[src/rtl/stat_pkg.sv]
package stat_pkg;

    // field positions inside the status word
    localparam int B_UIE    = 0;
    localparam int B_SIE    = 1;
    localparam int B_MIE    = 3;
    localparam int B_UPIE   = 4;
    localparam int B_SPIE   = 5;
    localparam int B_MPIE   = 7;
    localparam int B_SPP    = 8;
    localparam int B_MPP_LO = 11;
    localparam int B_FS_LO  = 13;
    localparam int B_XS_LO  = 15;
    localparam int B_MPRV   = 17;
    localparam int B_SUM    = 18;
    localparam int B_MXR    = 19;
    localparam int B_TVM    = 20;
    localparam int B_TW     = 21;
    localparam int B_TSR    = 22;

    // previous-mode encodings
    localparam logic [1:0] MODE_U   = 2'd0;
    localparam logic [1:0] MODE_S   = 2'd1;
    localparam logic [1:0] MODE_RSV = 2'd2;
    localparam logic [1:0] MODE_M   = 2'd3;

    // low-word masks (top SD bit handled separately)
    localparam logic [31:0] LO_MPP   = 32'h3 << B_MPP_LO;
    localparam logic [31:0] LO_FS    = 32'h3 << B_FS_LO;
    localparam logic [31:0] LO_XS    = 32'h3 << B_XS_LO;
    localparam logic [31:0] LO_WR_BASE =
        (32'd1 << B_SIE) | (32'd1 << B_MIE) | (32'd1 << B_SPIE) |
        (32'd1 << B_MPIE) | (32'd1 << B_SPP) | LO_MPP | LO_FS |
        (32'd1 << B_MPRV) | (32'd1 << B_SUM) | (32'd1 << B_MXR);
    localparam logic [31:0] LO_WR_NEWX =
        (32'd1 << B_TVM) | (32'd1 << B_TW) | (32'd1 << B_TSR);
    localparam logic [31:0] LO_SV_BASE =
        (32'd1 << B_UIE) | (32'd1 << B_SIE) | (32'd1 << B_UPIE) |
        (32'd1 << B_SPIE) | (32'd1 << B_SPP) | LO_FS | LO_XS |
        (32'd1 << B_SUM);
    localparam logic [31:0] LO_FLUSH =
        (32'd1 << B_MXR) | LO_MPP | (32'd1 << B_MPRV) | (32'd1 << B_SUM);

    typedef enum logic [1:0] {
        OP_HOLD = 2'd0,
        OP_MACH = 2'd1,
        OP_SUPV = 2'd2
    } wr_op_e;

endpackage

[src/rtl/stat_mask_gen.sv]
module stat_mask_gen
    import stat_pkg::*;
#(
    parameter int XLEN = 64
) (
    input  logic            spec_new,
    output logic [XLEN-1:0] wr_mask,
    output logic [XLEN-1:0] sv_mask
);
    localparam logic [XLEN-1:0] SD_BIT = XLEN'(1) << (XLEN - 1);

    always_comb begin
        wr_mask = XLEN'(LO_WR_BASE);
        sv_mask = XLEN'(LO_SV_BASE) | SD_BIT;
        if (spec_new) begin
            wr_mask = wr_mask | XLEN'(LO_WR_NEWX);
            sv_mask = sv_mask | (XLEN'(1) << B_MXR);
        end
    end
endmodule

[src/rtl/stat_mpp_check.sv]
module stat_mpp_check
    import stat_pkg::*;
(
    input  logic [1:0] mpp_req,
    input  logic       has_smode,
    input  logic       has_umode,
    output logic       mpp_ok
);
    always_comb begin
        unique case (mpp_req)
            MODE_M:   mpp_ok = 1'b1;
            MODE_S:   mpp_ok = has_smode;
            MODE_U:   mpp_ok = has_umode;
            MODE_RSV: mpp_ok = 1'b0;
            default:  mpp_ok = 1'b0;
        endcase
    end
endmodule

[src/rtl/stat_core.sv]
module stat_core
    import stat_pkg::*;
#(
    parameter int XLEN = 64
) (
    input  logic            clk,
    input  logic            rst_n,
    input  logic            wr_go,
    input  logic [XLEN-1:0] next_val,
    input  logic            flush_req,
    output logic [XLEN-1:0] status_q,
    output logic            flush_q
);
    localparam logic [XLEN-1:0] RESET_VAL = XLEN'(LO_MPP);

    always_ff @(posedge clk or negedge rst_n) begin
        if (!rst_n) begin
            status_q <= RESET_VAL;
            flush_q  <= 1'b0;
        end else begin
            flush_q <= flush_req;
            if (wr_go) begin
                status_q <= next_val;
            end
        end
    end
endmodule

[src/rtl/stat_legalizer.sv]
module stat_legalizer
    import stat_pkg::*;
#(
    parameter int XLEN = 64
) (
    input  logic            clk,
    input  logic            rst_n,
    input  logic            wr_en,
    input  logic            wr_sview,
    input  logic            spec_new,
    input  logic            has_smode,
    input  logic            has_umode,
    input  logic [XLEN-1:0] wr_data,
    output logic [XLEN-1:0] status_q,
    output logic [XLEN-1:0] sview_rd,
    output logic            flush_pulse
);
    localparam logic [XLEN-1:0] MPP_MASK   = XLEN'(LO_MPP);
    localparam logic [XLEN-1:0] FLUSH_MASK = XLEN'(LO_FLUSH);

    wr_op_e          op;
    logic [XLEN-1:0] wr_mask;
    logic [XLEN-1:0] sv_mask;
    logic [XLEN-1:0] req_val;
    logic [XLEN-1:0] eff_mask;
    logic [XLEN-1:0] merged;
    logic [XLEN-1:0] next_val;
    logic            mpp_ok;
    logic            sd_next;
    logic            flush_req;

    stat_mask_gen #(.XLEN(XLEN)) u_masks (
        .spec_new (spec_new),
        .wr_mask  (wr_mask),
        .sv_mask  (sv_mask)
    );

    // write-kind decode
    always_comb begin
        if (!wr_en)        op = OP_HOLD;
        else if (wr_sview) op = OP_SUPV;
        else               op = OP_MACH;
    end

    // requested full-word value for each write kind
    always_comb begin
        unique case (op)
            OP_SUPV: req_val = (status_q & ~sv_mask) | (wr_data & sv_mask);
            OP_MACH: req_val = wr_data;
            OP_HOLD: req_val = status_q;
            default: req_val = status_q;
        endcase
    end

    stat_mpp_check u_mpp (
        .mpp_req   (req_val[B_MPP_LO+1:B_MPP_LO]),
        .has_smode (has_smode),
        .has_umode (has_umode),
        .mpp_ok    (mpp_ok)
    );

    always_comb begin
        eff_mask  = mpp_ok ? wr_mask : (wr_mask & ~MPP_MASK);
        merged    = (status_q & ~eff_mask) | (req_val & eff_mask);
        sd_next   = (&merged[B_FS_LO+1:B_FS_LO]) | (&merged[B_XS_LO+1:B_XS_LO]);
        next_val  = {sd_next, merged[XLEN-2:0]};
        flush_req = (op != OP_HOLD) && (|((req_val ^ status_q) & FLUSH_MASK));
    end

    stat_core #(.XLEN(XLEN)) u_core (
        .clk       (clk),
        .rst_n     (rst_n),
        .wr_go     (op != OP_HOLD),
        .next_val  (next_val),
        .flush_req (flush_req),
        .status_q  (status_q),
        .flush_q   (flush_pulse)
    );

    assign sview_rd = status_q & sv_mask;
endmodule

[config.mk]
export PLATFORM = sky130hd
export DESIGN_NAME = stat_legalizer
export DESIGN_NICKNAME = d
export VERILOG_FILES = /design/src/rtl/stat_pkg.sv /design/src/rtl/stat_mask_gen.sv /design/src/rtl/stat_mpp_check.sv /design/src/rtl/stat_core.sv /design/src/rtl/stat_legalizer.sv
export SDC_FILE = /design/constraint.sdc
export NUM_CORES = 1
export LEC_CHECK = 0
export CELL_PAD_IN_SITES_DETAIL_PLACEMENT = 0
export CELL_PAD_IN_SITES_GLOBAL_PLACEMENT = 2
export CORE_MARGIN = 2
export CORE_UTILIZATION = 13
export DETAILED_ROUTE_END_ITERATION = 10
export PLACE_DENSITY = 0.89
export SLEW_MARGIN = 20
export SYNTH_ARGS = -nofsm -noshare
export SYNTH_HDL_FRONTEND = slang
export SYNTH_SLANG_ARGS = --single-unit
export TNS_END_PERCENT = 5
[constraint.sdc]
create_clock -name clk -period 1.9 [get_ports clk]
set_input_delay 0.19 -clock clk [delete_from_list [all_inputs] [get_ports clk]]
set_output_delay 0.19 -clock clk [all_outputs]
set_load 0.005 [all_outputs]
==> metrics.txt, run 1 <==
worst-path maximum fanout 4; RSZ-0062 raised after global routing no; CTS tree built; Root Buffer clkbuf_16; FF+latch count, synth 17; post-place setup slack 0.272 ns; DRT iter0 DRCs 21; final worst slack around 0.28 ns; fmax slightly above 600 MHz; worst-skew pair later-pin latency 0.25 ns; gpl congestion about 0.62; die area 13300 µm²; Critical Path AT roughly 1.4 ns; DP Wirelength approximately 2.5 mm; Synth Area per Inst 9.07 µm²; status completed; ant diodes 0; final count of negative-setup-slack endpoints 0; Setup crit start kind input port; postcts setup bufs 0; area occupied by multi-input gates between 700 and 800 µm²; worst min-delay path class in -> async; synth warn 0; # clock sinks 17; DRC 0; clock skew about 0.0024 ns; cts bufs inserted 3; CTS Hold Bufs 0; overall power about 1.2 mW; fraction of layout cells with a size suffix above 1 around 7.2%; synthesized cell area around 1600 µm²; Worst-path clk slew around 0.050 ns; IO buf count 46; final hold violations 0; Clock Tree Buf Depth 2; number of gates resized after CTS 0; CTS HTree Levels 1; PwrDens between 600 and 700 nW/µm²; area grow syn2layout 19.5%; largest net degree at the start of global routing 12; Cells after Synth roughly 180; Initial Util between 10% and 20%; chip width 115 µm; DRT antenna net count 0; Synth cell types 28; I/O Pins 200; vias in the first global route 762; nature of the critical path endpoint output port; final wirelength about 2.9 mm; period utilization 85.1%; GRT Residual Overflow 0; Final Slew Violations 0; height of the die about 120 µm; Final Critical Period 1.62 ns; Max Cap Viol 0; FP Rows 40; Worst IR Drop VDD about 0.19 mV; fin util 16.0%; core box area about 12000 µm²; vias post-DR about 940; worst path required time between 1.5 and 2 ns; # fillers 1339; gr usage total 3.70%; initial antenna violation count 0; 1st-pass router iterations 3; Leak 0.926 nW; first-pass GRT wire length about 3.7 mm; setup_tns 0 ns; Wirelength per Cell 7.45 µm; Post-Layout Inst Area ~1900 µm²; Reg area ~430 µm²; register area share after synthesis roughly a quarter; vias per cell 2.42; dpl cell area 1850 µm²; kind of critical path in -> out; Final Net Count approximately 300
[final timing paths]
kind,from,end,slack [ns],depth (start not counted)
setup / recovery,spec_new,sview_rd[19],0.28,3
hold / removal,rst_n,u_core.status_q[19],0.20,1
setup reg to reg,register,u_core.flush_q,0.79,3
hold reg to reg,register,register,0.49,2
max in group asynchronous,rst_n,async pin,1.21,2
min in group clk,wr_data[3],register,0.48,3
[layout by cell type, fill, tap and decap left out, drive strengths merged, types with 2 or more instances in the layout]
cell type,count
nand2b,2
nand2,10
clkdlybuf4s50,46
o21ai,3
xnor2,3
dfrtp,15
a21oi,5
dfstp,2
clkbuf,3
inv,5
conb,104
mux2,9
buf,2
[metal layers]
layer	wire length [µm]	vias to the layer above	share of wire (%)	track usage [%]
li1	-	433	-	-
met1	991	421	34	3.73
met2	1500	86	52	7.10
met3	375	2	13	0.785
met4	35	0	1.2	1.93
met5	0	-	0	0
[area by class of cell]
type / count / share of cell area (%)
clock buffer: 3 / 3.89
clock inverter: 1 / 0.260
inverter: 5 / 0.973
multi-input combinational: 147 / 37.1
sequential: 17 / 22.2
tap: 168 / 10.9
timing repair buffer: 48 / 24.7
[worst max-delay path, stage by stage]
cell	delay (ns)
clkdlybuf4s50_1	0.59
and2_1	0.15
clkdlybuf4s50_1	0.49
[synthesized netlist by cell type]
library cell    n  share of area [%]
nand2_4         1               0.70
o21ai_0         2               0.62
mux2_1          5                3.5
buf_4         111                 52
a21oi_1         5                1.6
mux2i_1         1               0.62
dfstp_2         2                3.3
and2b_4         1               0.62
mux2_4          3                2.8
a31o_2          1               0.54
o21ai_1         1               0.31
dfrtp_1        15                 23
nand3_1         1               0.31
nand2b_1        2               0.78
conb_1          1               0.23
and2_1          1               0.39
o2111ai_1       1               0.54
a31oi_1         1               0.39
nand2_1         9                2.1
nand3b_1        1               0.47
o32ai_1         1               0.54
xor2_1          1               0.54
inv_1           4               0.93
buf_2           1               0.31
o2bb2ai_1       1               0.54
xnor2_1         3                1.6
mux2_2          1               0.70
inv_2           1               0.23
[logic make-up (layout without fill, tap and decap cells)]
logic type             Yosys count  after routing  synth area share, %
buffers and inverters          117             57                 53.1
flip-flops                      17             17                 26.5
AND/OR/NAND/NOR                 16             16                 5.35
AO/OA/AOI/OAI                   13             13                 5.04
multiplexers                    10             10                 7.60
XOR/XNOR                         4              4                 2.17
other                            1            104                0.232
[through the flow]
| step | hold slack, ns | cells |
|---|---|---|
| after floorplan | -0.106 | 281 |
| after detailed placement | 0.469 | 385 |
| after CTS | 0.210 | 389 |
| after global routing | 0.228 | 389 |
| after global placement | 0.475 | 385 |
| final | 0.204 | 389 |
[report_power, final]
group / internal (mW) / switching [mW]
Clock: 0.282 / 0.141
Sequential: 0.414 / 0.0371
Combinational: 0.198 / 0.143
Total: 0.894 / 0.321
(Power assumes the default switching activity.)
==> run 2, diff against run 1 <==
--- a/config.mk
+++ b/config.mk
@@ -10,6 +10,7 @@
 export CORE_MARGIN = 2
 export CORE_UTILIZATION = 13
 export DETAILED_ROUTE_END_ITERATION = 10
+export GPL_TIMING_DRIVEN = 0
 export PLACE_DENSITY = 0.89
 export SLEW_MARGIN = 20
 export SYNTH_ARGS = -nofsm -noshare
==> run 2 against run 1 <==
Sequential cell count did not move. Register-to-register slack improved by 0.03 ns. Sequential power barely moved. Critical path depth did not move. Die area did not move. Global-route usage rose by 0.58 points. Maximum frequency fell by 0.72%. Wire length rose by 19%. Utilization rose by 6.8 points. Worst hold slack improved by 0.21 ns. Final cell count rose by 28%. Combinational power rose by 53%. Critical path type unchanged.
==> metrics.txt, run 2 (same netlist as run 1, synthesis figures left out) <==
Worst-path clk slew 0.05 ns; crit-path leading delay family buffers and inverters; worst-path maximum fanout 4; initial antenna violation count 0; clock skew around 0.0024 ns; 1st-pass router iterations 2; Critical path buffers and inverters 2; IO buf count 46; die area 13300 µm²; most common cell after layout, fill and taps aside buf_4; number of gates resized after CTS 0; post-place setup slack between 0.2 and 0.3 ns; DRC 0; final hold violations 0; gpl congestion 0.625; first-pass GRT wire length ~4.6 mm; gr usage total between 4 and 5%; Wirelength per Cell between 6 and 7 µm; vias per cell about 2.5; slowest cell on the critical path clkdlybuf4s50_1; final count of negative-setup-slack endpoints 0; Root Buffer clkbuf_16; Reg2Reg Depth 3; RSZ-0062 raised after global routing no; final worst slack around 0.27 ns; fraction of layout cells with a size suffix above 1 ~38%; Final Net Count about 400; Critical Path AT 1.44 ns; Initial Util between 10% and 20%; Worst IR Drop VDD about 0.19 mV; cts bufs inserted 3; Slew HR a little under half; commonest non-fill, non-tap cells in the layout 111 x buf_4, 104 x conb_1, 46 x clkdlybuf4s50_1; max layer used met4; flop-to-flop setup slack between 0.8 and 0.9 ns; PwrDens approximately 500 nW/µm²; kind of critical path in -> out; CTS tree built; Final Slew Violations 0; WL met3 around 470 µm; worst slew pin tran 0.800 ns; status completed; crit path cell chain clkdlybuf4s50_1, and2_1, clkdlybuf4s50_1; fmax just over 600 MHz; period utilization a little under nine tenths; DRT iter0 DRCs 15; Leak 1.52 nW; vias post-DR ~1300; WL met2 1.75 mm; chip width between 100 and 150 µm; Setup crit start kind input port; setup_tns 0 ns; Clock Tree Buf Depth 2; core box area between 10000 and 15000 µm²; I/O Pins 200; worst-skew pair later-pin latency between 0.2 and 0.25 ns; worst min-delay path class in -> async; R2R Path End u_core.flush_q; postcts setup bufs 0; worst path required time ~1.7 ns; met1 WL about 1.2 mm; vias in the first global route 993; CTS Hold Bufs 0; overall power 1.38 mW; largest net degree at the start of global routing 18; GRT Residual Overflow 0; area grow syn2layout 70.4%; nature of the critical path endpoint output port; fin util 22.8%; final wirelength 3.45 mm; CP dominant cell by count clkdlybuf4s50_1; worst setup path startpoint spec_new; DP Wirelength around 3.1 mm; slowest stage delay, CP 0.58 ns; Final Critical Period around 1.6 ns; ant diodes 0; CTS HTree Levels 1; DRT antenna net count 0; height of the die about 120 µm; Max Cap Viol 0; FP Rows 40; # clock sinks 17
-- run 2: changes by cell type in the layout (fill, tap and decap cells not counted) --
| cell | previous run | this run |
|---|---|---|
| buf_4 | 2 | 111 |
| buf_2 | 0 | 1 |
| clkbuf_1 | 0 | 1 |
| clkinv_2 | 1 | 0 |
-- run 2: routing by layer --
layer,vias up,global-route usage [%]
met5,-,0
met4,0,1.20
met3,2,1.36
met2,88,7.84
met1,517,4.77
li1,653,-
-- run 2: final cells by class --
class                   instances  area [µm²]
multi-input cells             147         716
well taps                     168         210
fillers                      1329        9310
plain buffers                 112         838
flip-flops and latches         17         428
inverters                       5        18.8
repair buffers                 46         460
clock buffers                   4        78.8
-- run 2: stage by stage --
step / cell area, µm² / std cells / hold slack [ns]
finish: 2750 / 499 / 0.413
CTS: 2750 / 499 / 0.445
global placement: 2670 / 495 / 0.468
global route: 2750 / 499 / 0.477
detailed placement: 2670 / 495 / 0.481
floorplan: 2000 / 281 / -0.106
-- run 2: worst register-to-register path: stages, from the launching register on --
cell	delay [ns]
dfstp_2	0.56
xnor2_1	0.13
o2111ai_1	0.13
o2bb2ai_1	0.14
-- run 2: report_power, final --
part           switching (mW)  internal [mW]  total [mW]
combinational           0.175          0.347       0.522
sequential             0.0364          0.414       0.451
clock                   0.128          0.284       0.412
-- run 2: how the worst max path moves through the flow --
stage / cells past startpoint / endpoint / slack, ns
5_1_grt: 3 / sview_rd[19] / 0.21
3_5_place_dp: 3 / sview_rd[19] / 0.26
4_1_cts: 3 / sview_rd[19] / 0.26
6_report: 3 / sview_rd[19] / 0.27
2_1_floorplan: 3 / u_core.flush_q / 0.88
3_3_place_gp: 3 / sview_rd[19] / 0.27
